--- src/rtl/bus_owner_ctl.sv ---
module bus_owner_ctl (
  input  logic clk,
  input  logic rst_n,
  input  logic bus_req,
  input  logic bus_ack,
  input  logic strobe_busy,
  input  logic local_want,
  output logic bus_grant,
  output logic drive_en,
  output logic cycle_ok,
  output logic local_hold
);

  typedef enum logic [1:0] {OWNED, GRANTING, RELEASED, RECLAIM} own_t;
  own_t st, st_nxt;

  always_comb begin
    st_nxt = st;
    case (st)
      OWNED:    if (bus_req && !strobe_busy) st_nxt = GRANTING;
      GRANTING: if (bus_ack) st_nxt = RELEASED;
                else if (!bus_req) st_nxt = RECLAIM;
      RELEASED: if (!bus_req && !bus_ack) st_nxt = RECLAIM;
      default:  st_nxt = OWNED;
    endcase
  end

  always_ff @(posedge clk or negedge rst_n)
    if (!rst_n) st <= OWNED;
    else        st <= st_nxt;

  assign bus_grant  = (st == GRANTING);
  assign drive_en   = (st == OWNED);
  assign cycle_ok   = (st == OWNED) && !bus_req && !bus_ack;
  assign local_hold = local_want && !cycle_ok;

  p_grant_at_boundary_r3: assert property (@(posedge clk) disable iff (!rst_n)
    $rose(bus_grant) |-> !$past(strobe_busy));

  p_ack_drops_grant_r4: assert property (@(posedge clk) disable iff (!rst_n)
    (bus_grant && bus_ack) |=> !bus_grant);

  p_stay_off_r5: assert property (@(posedge clk) disable iff (!rst_n)
    (st == RELEASED && (bus_req || bus_ack)) |=> (!drive_en && !cycle_ok));

  p_turnaround_r6: assert property (@(posedge clk) disable iff (!rst_n)
    $rose(drive_en) |-> (!$past(drive_en) && !$past(bus_req, 2) && !$past(bus_ack, 2)));

  p_no_start_r7: assert property (@(posedge clk) disable iff (!rst_n)
    (bus_req || bus_ack) |-> !cycle_ok);

endmodule

--- config.mk ---
export PLATFORM = sky130hd
export DESIGN_NAME = bus_owner_ctl
export DESIGN_NICKNAME = d
export VERILOG_FILES = /design/src/rtl/bus_owner_ctl.sv
export SDC_FILE = /design/constraint.sdc
export NUM_CORES = 1
export LEC_CHECK = 0
export BUFFER_PORTS_ARGS = -buffer_cell sky130_fd_sc_hd__buf_2
export CAP_MARGIN = 15
export CORE_AREA = 2 2 39 41
export DETAILED_ROUTE_END_ITERATION = 12
export DIE_AREA = 0 0 41 43
export PLACE_DENSITY_LB_ADDON = 0.1
export RECOVER_POWER = 100
export SYNTH_ARGS = -nofsm -noshare
export SYNTH_HDL_FRONTEND = slang
export SYNTH_SLANG_ARGS = --single-unit
export TNS_END_PERCENT = 20
--- constraint.sdc ---
create_clock -name clk -period 1.5 [get_ports clk]
set_input_delay 0.375 -clock clk [delete_from_list [all_inputs] [get_ports clk]]
set_output_delay 0.375 -clock clk [all_outputs]
set_load 0.005 [all_outputs]
==> impl_metrics.json <==
{
  "outcome": "complete, but fails checks",
  "violations": "negative setup slack",
  "hold_viol": 0,
  "synth_area_sq_um": 193,
  "slew_violations": 0,
  "antenna_cells": 0,
  "vdd_drop_max_mv": 0.620,
  "rsz0062_at_grt": "true",
  "reg_top3": "st (2)",
  "clock-root-buffer": "clkbuf_4",
  "grt_first_pass_wirelength_um": 779,
  "worst_pin_slew_ps": 194,
  "crit_arrival_ps": 1150,
  "coreArea_sq_um": 1380,
  "syn_avg_cell_area_sq_um": 9.63,
  "layout-drive-gt1-share_pct": 68.3,
  "worstSkewPairLatency_ps": 220,
  "seq_area_sq_um": 50.0,
  "row_count": 14,
  "antenna_found_initial": 0,
  "final_nets": 53,
  "routed_wl_um": 512,
  "gr-total-overflow": 0,
  "largest_reg_flops": 2,
  "slew_headroom_pct": 86.9,
  "syn_inst": 20,
  "initial_core_util_pct": 13.9,
  "regMostFlops": "st",
  "hpwl_um": 402,
  "total_power_uw": 782,
  "end_kind": "output pin",
  "wire_per_inst_um": 8.98,
  "critical-path-max-stage-delay_ps": 370,
  "setup_viol": 1,
  "clockBufferDepth": 2,
  "nFillCells": 148,
  "critPathLaunch": "st[0]",
  "drc_errors": 0,
  "grt_use_total_pct": 6.62,
  "first_pass_iters": 1,
  "cts_sinks": 2,
  "fmax_mhz": 657,
  "cts_htree_levels": 1,
  "fin_ws_ps": -23.1,
  "grt_pass1_vias": 207,
  "via_count": 215,
  "io_buffers": 9,
  "endpoint": "local_hold",
  "numCtsBuffers": 3,
  "ff2ff_setup_slack_ps": 30,
  "timing.final.crit_share_pct": 102,
  "area_growth_pct": 101,
  "vias_per_cell": 3.77,
  "cellLeakagePower_uw": 0.000188,
  "synth_nets": 30,
  "yosysWarnings": 0,
  "ant_nets": 0,
  "place.gp.congestion": 0.642,
  "reg2reg_depth": 6,
  "r2r_start": "st[1]",
  "fin_skew_ps": 1.09,
  "holdWs_ps": 476,
  "ys_types": 12,
  "path_clk_slew_ps": 30,
  "die_w_um": 41,
  "critPathSlowestCell": "dfrtp_1",
  "max_cap_viol_count": 0,
  "post-route-util_pct": 27.9,
  "cts_tree": "built",
  "die-area_sq_um": 1760,
  "seq_area_frac_synth_pct": 26.0,
  "multi_input_area_sq_um": 154,
  "criticalPathCategory": "reg2out",
  "crit_chain": "inv_2 > ha_4 > inv_4 > nor3_4 > nor2b_1 > buf_2",
  "required_ps": 1120,
  "die_h_um": 43,
  "initialDrtViolationCount": 0,
  "ys_seq_elements": 2,
  "setup_tns_ps": -23.1,
  "fin_crit_ps": 1520,
  "io_pins": 10,
  "r2r_end": "st[1]",
  "hp-class": "in2async",
  "start_kind": "flop",
  "critPathMaxFanout": 2,
  "grt_max_degree": 5,
  "power-per-cell-area_nw_per_um2": 2020
}
power by group:
| group | internal [uW] | switching (uW) | total (uW) |
|---|---|---|---|
| combinational | 339 | 224 | 563 |
| clock | 88.0 | 27.8 | 116 |
| sequential | 85.9 | 17.0 | 103 |
| total | 513 | 269 | 782 |
worst max-delay path, delay by kind of cell (launching register included):
family	cells	cell delay [ps]
flops	1	370
buf+inv	3	250
simple gates	2	170
fa+ha+maj	1	150
cells by family after synthesis:
group	count (synthesis)	share of synthesized area (%)
AO/OA/AOI/OAI	3	13.0
flip-flops	2	26.0
adder cells (fa/ha/maj)	4	26.0
AND/OR/NAND/NOR	5	15.6
buffers and inverters	4	7.79
multiplexers	2	11.7
layout make-up:
cell class / count / area share, %
Multi-Input combinational cell: 14 / 39.8
Clock buffer: 3 / 5.83
Sequential cell: 2 / 12.9
Timing Repair Buffer: 18 / 31.7
Tap cell: 16 / 5.18
Inverter: 4 / 4.53
layer usage:
metal	global-route usage (%)	share of wire, %
met5	0	0
met1	6.41	37
met3	0	7.4
met4	6.00	0
met2	11.6	55
synthesized netlist by cell type, drive strengths merged:
cell,instances,area [sq um]
o21ai,1,5.00
ha,4,50.1
mux2,2,22.5
o221ai,1,15.0
nor3,1,5.00
a21oi,1,5.00
inv,4,15.0
nor2b,2,15.0
nor2,1,3.75
dfrtp,2,50.1
nand2b,1,6.26
metrics by stage:
step	instances	setup WS (ps)	area [sq um]
global placement	48	69.9	280
floorplan	20	55.7	193
global route	57	-117	387
detailed placement	48	41.5	280
finish	57	-23.1	387
CTS	54	-33.1	354
cells in the final DEF, fill, tap and decap left out, types with 2 or more instances in the layout:
cell / instances
clkbuf_4: 3
buf_4: 7
buf_2: 6
mux2_2: 2
dfrtp_1: 2
buf_6: 2
ha_1: 2
inv_2: 2
clkbuf_1: 2
worst min path at each step:
stage / start / endpoint / slack [ps]
after floorplan: rst_n / st[0] / 80
after global placement: rst_n / st[0] / 160
after detailed placement: rst_n / st[0] / 160
after CTS: rst_n / st[1] / 460
after global routing: rst_n / st[1] / 490
final: rst_n / st[1] / 480
what timing repair did:
action / 4_1_cts / 5_1_grt
hold endpoints to repair: 2 / 0
setup endpoints to repair: 2 / 4
hold buffers: 1 / 0
setup buffers: 2 / 3
pin swaps: 2 / 2
resized for setup: 8 / 3
No activity file was read; power rests on OpenSTA's default activity.
